===== src/rtl/vref_pkg.sv =====
package vref_pkg;

  // Configuration word, bit 7 down to bit 0
  typedef struct packed {
    logic fld_rise;   // 7: field sampled on rising V edge
    logic fld_inv;    // 6: invert reported field
    logic v_frame;    // 5: V pin is a frame sync, pulse on both edges
    logic v_fall;     // 4: vertical reference on falling edge
    logic src_embed;  // 3: references from embedded codes
    logic h_fall;     // 2: horizontal reference on falling edge
    logic q_low;      // 1: qualifier active low
    logic q_none;     // 0: qualifier ignored, every clock valid
  } vref_ctrl_t;

  typedef enum logic [1:0] {P_IDLE, P_ONES, P_Z1, P_Z2} vref_pstate_t;

  function automatic logic sample_ok(logic q, logic none, logic low);
    return none | (q ^ low);
  endfunction

  function automatic logic edge_pick(logic rise, logic fall, logic use_fall);
    return use_fall ? fall : rise;
  endfunction

  function automatic logic vert_event(logic rise, logic fall, logic frame, logic use_fall);
    return frame ? (rise | fall) : edge_pick(rise, fall, use_fall);
  endfunction

endpackage


===== src/rtl/vref_sync_edge.sv =====
module vref_sync_edge #(
  parameter int STAGES = 2
) (
  input  logic clk,
  input  logic rst_n,
  input  logic pin,
  output logic lvl,
  output logic rise,
  output logic fall
);
  // chain[STAGES-1] is the synchronised level, chain[STAGES] its history
  logic [STAGES:0] chain;

  always_ff @(posedge clk or negedge rst_n) begin
    if (!rst_n) chain <= '0;
    else        chain <= {chain[STAGES-1:0], pin};
  end

  assign lvl  = chain[STAGES-1];
  assign rise = chain[STAGES-1] & ~chain[STAGES];
  assign fall = ~chain[STAGES-1] & chain[STAGES];

endmodule


===== src/rtl/vref_qualify.sv =====
module vref_qualify
  import vref_pkg::*;
(
  input  logic clk,
  input  logic rst_n,
  input  logic qual,
  input  logic none,
  input  logic low,
  output logic ok,
  output logic dvalid
);
  assign ok = sample_ok(qual, none, low);

  always_ff @(posedge clk or negedge rst_n) begin
    if (!rst_n) dvalid <= 1'b0;
    else        dvalid <= ok;
  end

  AST_FREE_RUN_VALID: assert property (@(posedge clk) disable iff (!rst_n)
    none |=> dvalid);
  AST_QUAL_POLARITY: assert property (@(posedge clk) disable iff (!rst_n)
    (!none && (qual == low)) |=> !dvalid);

endmodule


===== src/rtl/vref_embed_parse.sv =====
module vref_embed_parse
  import vref_pkg::*;
#(
  parameter int DW = 10
) (
  input  logic          clk,
  input  logic          rst_n,
  input  logic [DW-1:0] word,
  input  logic          ok,
  output logic          hit
);
  localparam logic [DW-1:0] ONES = {DW{1'b1}};
  localparam logic [DW-1:0] ZERO = '0;

  vref_pstate_t st, nxt;
  logic is_ones, is_zero;

  assign is_ones = (word == ONES);
  assign is_zero = (word == ZERO);

  always_comb begin
    nxt = st;
    hit = 1'b0;
    if (ok) begin
      unique case (st)
        P_IDLE: nxt = is_ones ? P_ONES : P_IDLE;
        P_ONES: nxt = is_ones ? P_ONES : (is_zero ? P_Z1 : P_IDLE);
        P_Z1:   nxt = is_ones ? P_ONES : (is_zero ? P_Z2 : P_IDLE);
        P_Z2: begin
          hit = 1'b1;
          nxt = is_ones ? P_ONES : P_IDLE;
        end
        default: nxt = P_IDLE;
      endcase
    end
  end

  always_ff @(posedge clk or negedge rst_n) begin
    if (!rst_n) st <= P_IDLE;
    else        st <= nxt;
  end

  AST_CODE_SPACED: assert property (@(posedge clk) disable iff (!rst_n)
    hit |=> !hit);

endmodule


===== src/rtl/vref_cond.sv =====
module vref_cond
  import vref_pkg::*;
#(
  parameter int DW          = 10,
  parameter int SYNC_STAGES = 2
) (
  input  logic          clk,
  input  logic          rst_n,
  input  logic [DW-1:0] vid_data,
  input  logic          vid_qual,
  input  logic          href_pin,
  input  logic          vref_pin,
  input  logic [7:0]    cfg,
  output logic          data_valid,
  output logic          h_ref,
  output logic          v_ref,
  output logic          field_id
);
  localparam int FB = DW - 2;  // field flag
  localparam int VB = DW - 3;  // vertical flag
  localparam int HB = DW - 4;  // horizontal flag

  vref_ctrl_t c;
  assign c = vref_ctrl_t'(cfg);

  logic ok, hit;
  logic h_lvl, h_r, h_f, v_lvl, v_r, v_f;

  vref_qualify u_qual (
    .clk(clk), .rst_n(rst_n), .qual(vid_qual),
    .none(c.q_none), .low(c.q_low), .ok(ok), .dvalid(data_valid)
  );

  vref_sync_edge #(.STAGES(SYNC_STAGES)) u_hsync (
    .clk(clk), .rst_n(rst_n), .pin(href_pin),
    .lvl(h_lvl), .rise(h_r), .fall(h_f)
  );

  vref_sync_edge #(.STAGES(SYNC_STAGES)) u_vsync (
    .clk(clk), .rst_n(rst_n), .pin(vref_pin),
    .lvl(v_lvl), .rise(v_r), .fall(v_f)
  );

  vref_embed_parse #(.DW(DW)) u_parse (
    .clk(clk), .rst_n(rst_n), .word(vid_data), .ok(ok), .hit(hit)
  );

  // Named internal events
  logic v_trk, emb_v, h_evt, v_evt, fld_edge, fld_load, fld_next, field_q;
  logic unused_vlvl;

  assign unused_vlvl = v_lvl;
  assign emb_v    = hit && (vid_data[VB] != v_trk) && (vid_data[VB] == ~c.v_fall);
  assign h_evt    = c.src_embed ? (hit & vid_data[HB]) : edge_pick(h_r, h_f, c.h_fall);
  assign v_evt    = c.src_embed ? emb_v : vert_event(v_r, v_f, c.v_frame, c.v_fall);
  assign fld_edge = c.fld_rise ? v_r : v_f;
  assign fld_load = c.src_embed ? hit : fld_edge;
  assign fld_next = c.src_embed ? vid_data[FB] : h_lvl;

  always_ff @(posedge clk or negedge rst_n) begin
    if (!rst_n) begin
      h_ref   <= 1'b0;
      v_ref   <= 1'b0;
      field_q <= 1'b0;
      v_trk   <= 1'b0;
    end else begin
      h_ref <= h_evt;
      v_ref <= v_evt;
      if (fld_load) field_q <= fld_next;
      if (hit)      v_trk   <= vid_data[VB];
    end
  end

  assign field_id = field_q ^ c.fld_inv;

  AST_H_ONE_SHOT: assert property (@(posedge clk) disable iff (!rst_n)
    (h_ref && $stable(cfg)) |=> !h_ref);
  AST_FIELD_HOLD: assert property (@(posedge clk) disable iff (!rst_n)
    !fld_load |=> $stable(field_q));
  AST_PINS_MUTED: assert property (@(posedge clk) disable iff (!rst_n)
    (c.src_embed && !hit) |=> !h_ref);
  AST_RESET_FIELD: assert property (@(posedge clk)
    !rst_n |-> (field_q == 1'b0 && !h_ref && !v_ref));

endmodule


===== config.mk =====
export PLATFORM = sky130hd
export DESIGN_NAME = vref_cond
export DESIGN_NICKNAME = d
export VERILOG_FILES = /design/src/rtl/vref_pkg.sv /design/src/rtl/vref_sync_edge.sv /design/src/rtl/vref_qualify.sv /design/src/rtl/vref_embed_parse.sv /design/src/rtl/vref_cond.sv
export SDC_FILE = /design/constraint.sdc
export NUM_CORES = 1
export LEC_CHECK = 0
export BUFFER_PORTS_ARGS = -buffer_cell sky130_fd_sc_hd__buf_4
export CAP_MARGIN = 30
export CORE_MARGIN = 2
export CORE_UTILIZATION = 35
export DETAILED_ROUTE_END_ITERATION = 7
export GPL_ROUTABILITY_DRIVEN = 0
export HOLD_SLACK_MARGIN = 0.08
export SYNTH_ARGS = -nofsm -noshare
export SYNTH_HDL_FRONTEND = slang
export SYNTH_SLANG_ARGS = --single-unit

===== constraint.sdc =====
create_clock -name clk -period 2.2 [get_ports clk]
set_input_delay 0.22 -clock clk [delete_from_list [all_inputs] [get_ports clk]]
set_output_delay 0.22 -clock clk [all_outputs]
set_load 0.03 [all_outputs]

==> results of run 1 <==
[per-stage QoR]
stage                      util  hold slack (ns)  setup WS, ns  std cells
after CTS                 0.538            0.153         0.766        119
after detailed placement  0.506           0.0743         0.783        112
after global routing      0.538            0.168         0.707        119
after global placement    0.506           0.0737         0.840        112
final                     0.538            0.163         0.749        119
after floorplan               -          -0.0756         0.871         61
[routing by layer]
metal,routed length [microns],global-route usage,up-vias
met5,0,0,-
met4,15,0.0500,0
met3,83,0.0654,2
met2,701,0.246,16
met1,627,0.180,275
li1,-,-,293
[registers in the layout, indices dropped and copies added (netlist names)]
register       flops
v_ref              1
v_trk              1
u_parse.st         2
u_hsync.chain      3
u_qual.dvalid      1
h_ref              1
u_vsync.chain      3
field_q            1
[cell families (layout without fill, tap and decap cells)]
logic type / Yosys count / in the layout / share of synthesized area
compound gates: 13 / 13 / 0.133
xor+xnor: 2 / 2 / 0.0267
fa+ha+maj: 5 / 5 / 0.0952
buf+inv: 6 / 39 / 0.0343
flops: 13 / 13 / 0.495
mux: 3 / 3 / 0.0495
simple gates: 19 / 19 / 0.166
[worst max path at each step]
stage,to,slack [ns],cells after the start
floorplan,u_parse.st[0]$_DFFE_PN0N_,0.87,5
global placement,u_parse.st[0]$_DFFE_PN0N_,0.84,5
detailed placement,u_parse.st[0]$_DFFE_PN0N_,0.78,5
CTS,u_parse.st[0]$_DFFE_PN0N_,0.77,5
global route,u_parse.st[0]$_DFFE_PN0N_,0.71,5
finish,u_parse.st[0]$_DFFE_PN0N_,0.75,5
[synth_stat cells]
cell	instances
o2111a_1	1
mux2_1	1
o211ai_1	1
o21ba_2	1
and3b_2	1
or2_2	1
a21oi_1	2
ha_1	5
nor2b_1	1
xor2_1	2
inv_1	6
nand4_1	3
and3b_1	1
a211oi_1	1
o21ai_1	1
nor4_1	2
or4_1	1
nor2_1	3
o21ai_0	1
o22ai_1	4
nand2_1	2
mux2_2	1
a31oi_1	1
nand3_1	1
nor3_1	3
dfrtp_1	13
mux2i_1	1
[area by class of cell]
cell class,count,area [sq um],share of cell area
flip-flops and latches,13,325,0.346
inverters,6,22.5,0.0240
well taps,25,31.3,0.0333
multi-input cells,42,309,0.329
clock buffers,4,26.3,0.0280
repair buffers,29,225,0.240
[power by group through the flow]
stage,Sequential (W),Clock [W],Combinational [W]
after CTS,0.000262,0.000155,0.000120
after global placement,0.000266,0,0.000112
after detailed placement,0.000267,0,0.000115
after global routing,0.000263,0.000166,0.000130
after floorplan,0.000273,0,0.0000456
final,0.000262,0.000145,0.000118
==> metrics.md, run 1 <==
| Metric | Value |
|---|---|
| Fraction of layout cells with a size suffix above 1 | 0.351 |
| Die height | 47.3 microns |
| Post-route cell area | 940 sq um |
| Antenna Violating Nets Remaining | 0 |
| R2R Path Start | u_parse.st[0]$_DFFE_PN0N_ |
| Syn. warnings | 0 |
| CTS tree | done |
| Buffers added on ports | 26 |
| RSZ-0062 raised after global routing | no |
| GRT Total Usage | 0.152 |
| Startpoint types | flip-flop |
| Seq cells post-synth | 13 |
| Leading cell types in the layout, fill and taps excluded | buf_4, dfrtp_1, inv_1, ha_1, o22ai_1 |
| Drt via density | 4.92 |
| Delay-heaviest family, CP | simple AND/OR/NAND/NOR gates |
| NumNets Final | 123 |
| Switching share of power | 0.266 |
| Average size of a mapped cell | 10.8 sq um |
| Crit path kind | flip-flop to flip-flop |
| Buf+Inv Stages, Crit Path | 1 |
| Cell Chain, Critical Path | inv_1 > ha_1 > nor3_1 > or4_1 > a31oi_1 |
| Total wire length | 1.43 mm |
| Clock latency on the worst-skew pair | 0.27 ns |
| Fin crit period | 1.45 ns |
| Critical path endpoint category | flip-flop |
| Setup Skew | 0.00656 ns |
| Period utilisation layout | 0.659 |
| Routed wire length per instance | 12.0 microns |
| Combinational power share | 0.225 |
| Layout filler cell count | 167 |
| Commonest non-fill, non-tap cell in the layout | buf_4 |
| Setup violators final | 0 |
| N_diodes | 0 |
| Pin count of the biggest net entering global routing | 14 |
| Total CTS buffers | 3 |
| Worst IR drop on VDD | 336 uV |
| Post-synthesis net count | 89 |
| Crit path largest cell delay | 0.42 ns |
| Hold Buf Count CTS | 3 |
| CTS Sinks | 13 |
| Number of library cell types mapped by synthesis | 27 |
| Cells after Synth | 61 |
| Post-synth top area share | 0.495 |
| CP required | 2.40 ns |
| Power after layout | 0.000525 W |
| Worst-path fanout max | 4 |
| Hold Path Class | input port to flip-flop |
| Initial antenna violation count | 0 |
| Pins over their slew limit | 0 |
| Initial core utilization | 0.376 |
| Hold path start | cfg[3] |
| Critical Path AT | 1.65 ns |
| Placed inst area | 883 sq um |
| Core footprint | 1750 sq um |
| Worst reg-to-reg setup slack | 0.75 ns |
| IO Count | 27 |
| Leak Pwr | 0.455 nW |
| DRC | 0 |
| Layout area overhead | 43.0% |
| Post-synthesis cell area | 657 sq um |
| R2R cell count | 5 |
| CTS Buffer Depth | 2 |
| Die width | 47.3 microns |
| Setup TNS | 0 ns |
| Max Clk Rate | 689 MHz |
| Sequential share of the synthesized area | 0.495 |
| Setup bufs post-CTS | 0 |
| Clock root buffer | clkbuf_4 |
| Hold depth | 2 |
| CTS clk-pin slew, worst paths | 0.08 ns |
| Crit. Startpoint | u_parse.st[0]$_DFFE_PN0N_ |
| First DRT Iteration DRCs | 9 |
| Sequential Power Share | 0.499 |
| H-Tree Level Count | 1 |
| Outcome | completed |
| CTS resizes | 0 |
| P_int | 0.000385 W |
| Global-route wire length before repair | 2.31 mm |
| Power density over the cells | 559 nW/um^2 |
| Slew HR | 0.707 |
| Hold EP | h_ref$_DFF_PN0_ |
| P_sw | 0.000140 W |
| Clock share of power | 0.276 |
| First-pass DRT Iterations | 4 |
| Hpwl dp | 1.15 mm |
| Die area | 2240 sq um |
| Final Hold Viols | 0 |
| Worst-Margin Slew | 0.438 ns |
| Vias in the first global route | 565 |
| Yosys top cell by area | dfrtp_1 |
| Slowest-stage cell, CP | dfrtp_1 |
| Gr ovfl total | 0 |
| Vias | 586 |
| Top cells by area, synth | dfrtp_1, ha_1, o22ai_1 |
| Number of maximum-capacitance violations | 0 |
| R2r endpoint | u_parse.st[0]$_DFFE_PN0N_ |
| # rows | 15 |
Power figures use the tool's default switching activity.
==> run 2, diff against run 1 <==
clock period = 1.4 ns   (was 2.2 ns; I/O delays follow)
==> metrics.md, run 2 (synthesis results as in run 1) <==
| Metric | Value |
|---|---|
| Number of maximum-capacitance violations | 0 |
| Worst-Margin Slew | 0.451 ns |
| Leak Pwr | 0.461 nW |
| Worst Slack Setup Final | -0.0236 ns |
| Hpwl dp | 1.15 mm |
| Crit. Startpoint | u_parse.st[0]$_DFFE_PN0N_ |
| Gr ovfl total | 0 |
| Die area | 2240 sq um |
| CTS clk-pin slew, worst paths | 0.08 ns |
| Fin util | 0.557 |
| Area taken by multi-input logic gates | 334 sq um |
| NumNets Final | 124 |
| CTS Sinks | 13 |
| H-Tree Level Count | 1 |
| Worst reg-to-reg setup slack | -0.02 ns |
| Initial antenna violation count | 0 |
| Buffers added on ports | 26 |
| # rows | 15 |
| Global-route wire length before repair | 2.37 mm |
| Worst-path fanout max | 4 |
| Setup Skew | 0.000604 ns |
| Setup violators final | 1 |
| Commonest non-fill, non-tap cell in the layout | buf_4 |
| Pin count of the biggest net entering global routing | 14 |
| Total CTS buffers | 3 |
| Register Area | 325 sq um |
| RSZ-0062 raised after global routing | yes |
| Vias in the first global route | 555 |
| R2R cell count | 5 |
| Core footprint | 1750 sq um |
| First-pass DRT Iterations | 4 |
| CTS Buffer Depth | 2 |
| Slew HR | 0.698 |
| First DRT Iteration DRCs | 7 |
| Critical Path End | u_parse.st[0]$_DFFE_PN0N_ |
| R2R Path Start | u_parse.st[0]$_DFFE_PN0N_ |
| Placed inst area | 883 sq um |
| Crit path kind | flip-flop to flip-flop |
| Max Clk Rate | 702 MHz |
| Vias | 603 |
| GRT Total Usage | 0.153 |
| Layout area overhead | 48.0% |
| Critical path endpoint category | flip-flop |
| Fraction of layout cells with a size suffix above 1 | 0.389 |
| DRC | 0 |
| Worst IR drop on VDD | 664 uV |
| Drt via density | 5.03 |
| Initial core utilization | 0.376 |
| Clock latency on the worst-skew pair | 0.27 ns |
| Fin crit period | 1.42 ns |
| CP required | 1.60 ns |
| N_diodes | 0 |
| Violated checks | negative setup slack |
| Leading cell types in the layout, fill and taps excluded | buf_4, dfrtp_1, inv_1, o22ai_1 |
| Die width | 47.3 microns |
| Power density over the cells | 863 nW/um^2 |
| CTS tree | done |
| Routed wire length per instance | 12.7 microns |
| Antenna Violating Nets Remaining | 0 |
| DP Worst Slack | -0.0133 ns |
| Biggest regs | u_hsync.chain: 3 flops, u_vsync.chain: 3 flops, u_parse.st: 2 flops |
| Layout filler cell count | 153 |
| Total wire length | 1.52 mm |
| Period utilisation layout | 1.02 |
| IO Count | 27 |
| Post-route cell area | 972 sq um |
| Critical Path AT | 1.62 ns |
| Setup TNS | -0.0236 ns |
| Hold Path Class | input port to flip-flop |
| R2r endpoint | u_parse.st[0]$_DFFE_PN0N_ |
| Die height | 47.3 microns |
| Clock root buffer | clkbuf_4 |
| Pins over their slew limit | 0 |
| Startpoint types | flip-flop |
| Outcome | complete, but fails checks |
| Final Hold Viols | 0 |
[run 2: layout make-up]
| cell class | count | area share |
|---|---|---|
| clock buffer | 4 | 0.0270 |
| inverter | 6 | 0.0232 |
| multi-input combinational | 42 | 0.344 |
| sequential | 13 | 0.335 |
| tap | 25 | 0.0322 |
| timing repair buffer | 30 | 0.239 |
[run 2: through the flow]
step	instances	power, W	hold slack, ns
6_report	120	0.000839	0.0926
3_5_place_dp	112	0.000599	-0.00575
2_1_floorplan	61	0.000500	-0.156
5_1_grt	120	0.000891	0.0966
4_1_cts	120	0.000845	0.0868
3_3_place_gp	112	0.000595	-0.00629
[run 2: worst max-delay path: stages (launching register included)]
cell and delay (ns):
dfrtp_1 0.42, inv_2 0.06, ha_4 0.26, nor3_1 0.05, or4_1 0.40, a31oi_1 0.17
[run 2: how the worst min path moves through the flow]
stage                     startpoint                          to  slack [ns]  depth (start not counted)
after floorplan                rst_n         field_q$_DFFE_PN0P_       -0.16                          0
after global placement         rst_n  u_vsync.chain[2]$_DFF_PN0_      -0.006                          1
after detailed placement       rst_n  u_vsync.chain[2]$_DFF_PN0_      -0.006                          1
after CTS                     cfg[3]             h_ref$_DFF_PN0_        0.09                          2
after global routing          cfg[3]             h_ref$_DFF_PN0_         0.1                          2
final                         cfg[3]             h_ref$_DFF_PN0_        0.09                          2
[run 2: routing by layer]
| layer | track usage | routed length (microns) | vias up |
|---|---|---|---|
| met4 | 0.0333 | 7 | 0 |
| met5 | 0 | 0 | - |
| li1 | - | - | 292 |
| met3 | 0.0577 | 92 | 2 |
| met1 | 0.185 | 624 | 285 |
| met2 | 0.259 | 797 | 24 |
[run 2: power by group]
group          switching, W  internal, W  leakage (nW)
clock network      0.000120     0.000110        0.0150
logic             0.0000941     0.000102         0.288
registers         0.0000136     0.000399         0.159
[run 2: timing repair]
| item | CTS | global route |
|---|---|---|
| setup buffers | 1 | 0 |
| hold buffers | 3 | 0 |
| endpoints found under the setup margin | 1 | 1 |
| hold endpoints to repair | 15 | 0 |
| resized for setup | 0 | 4 |
| pin swaps | 1 | 2 |
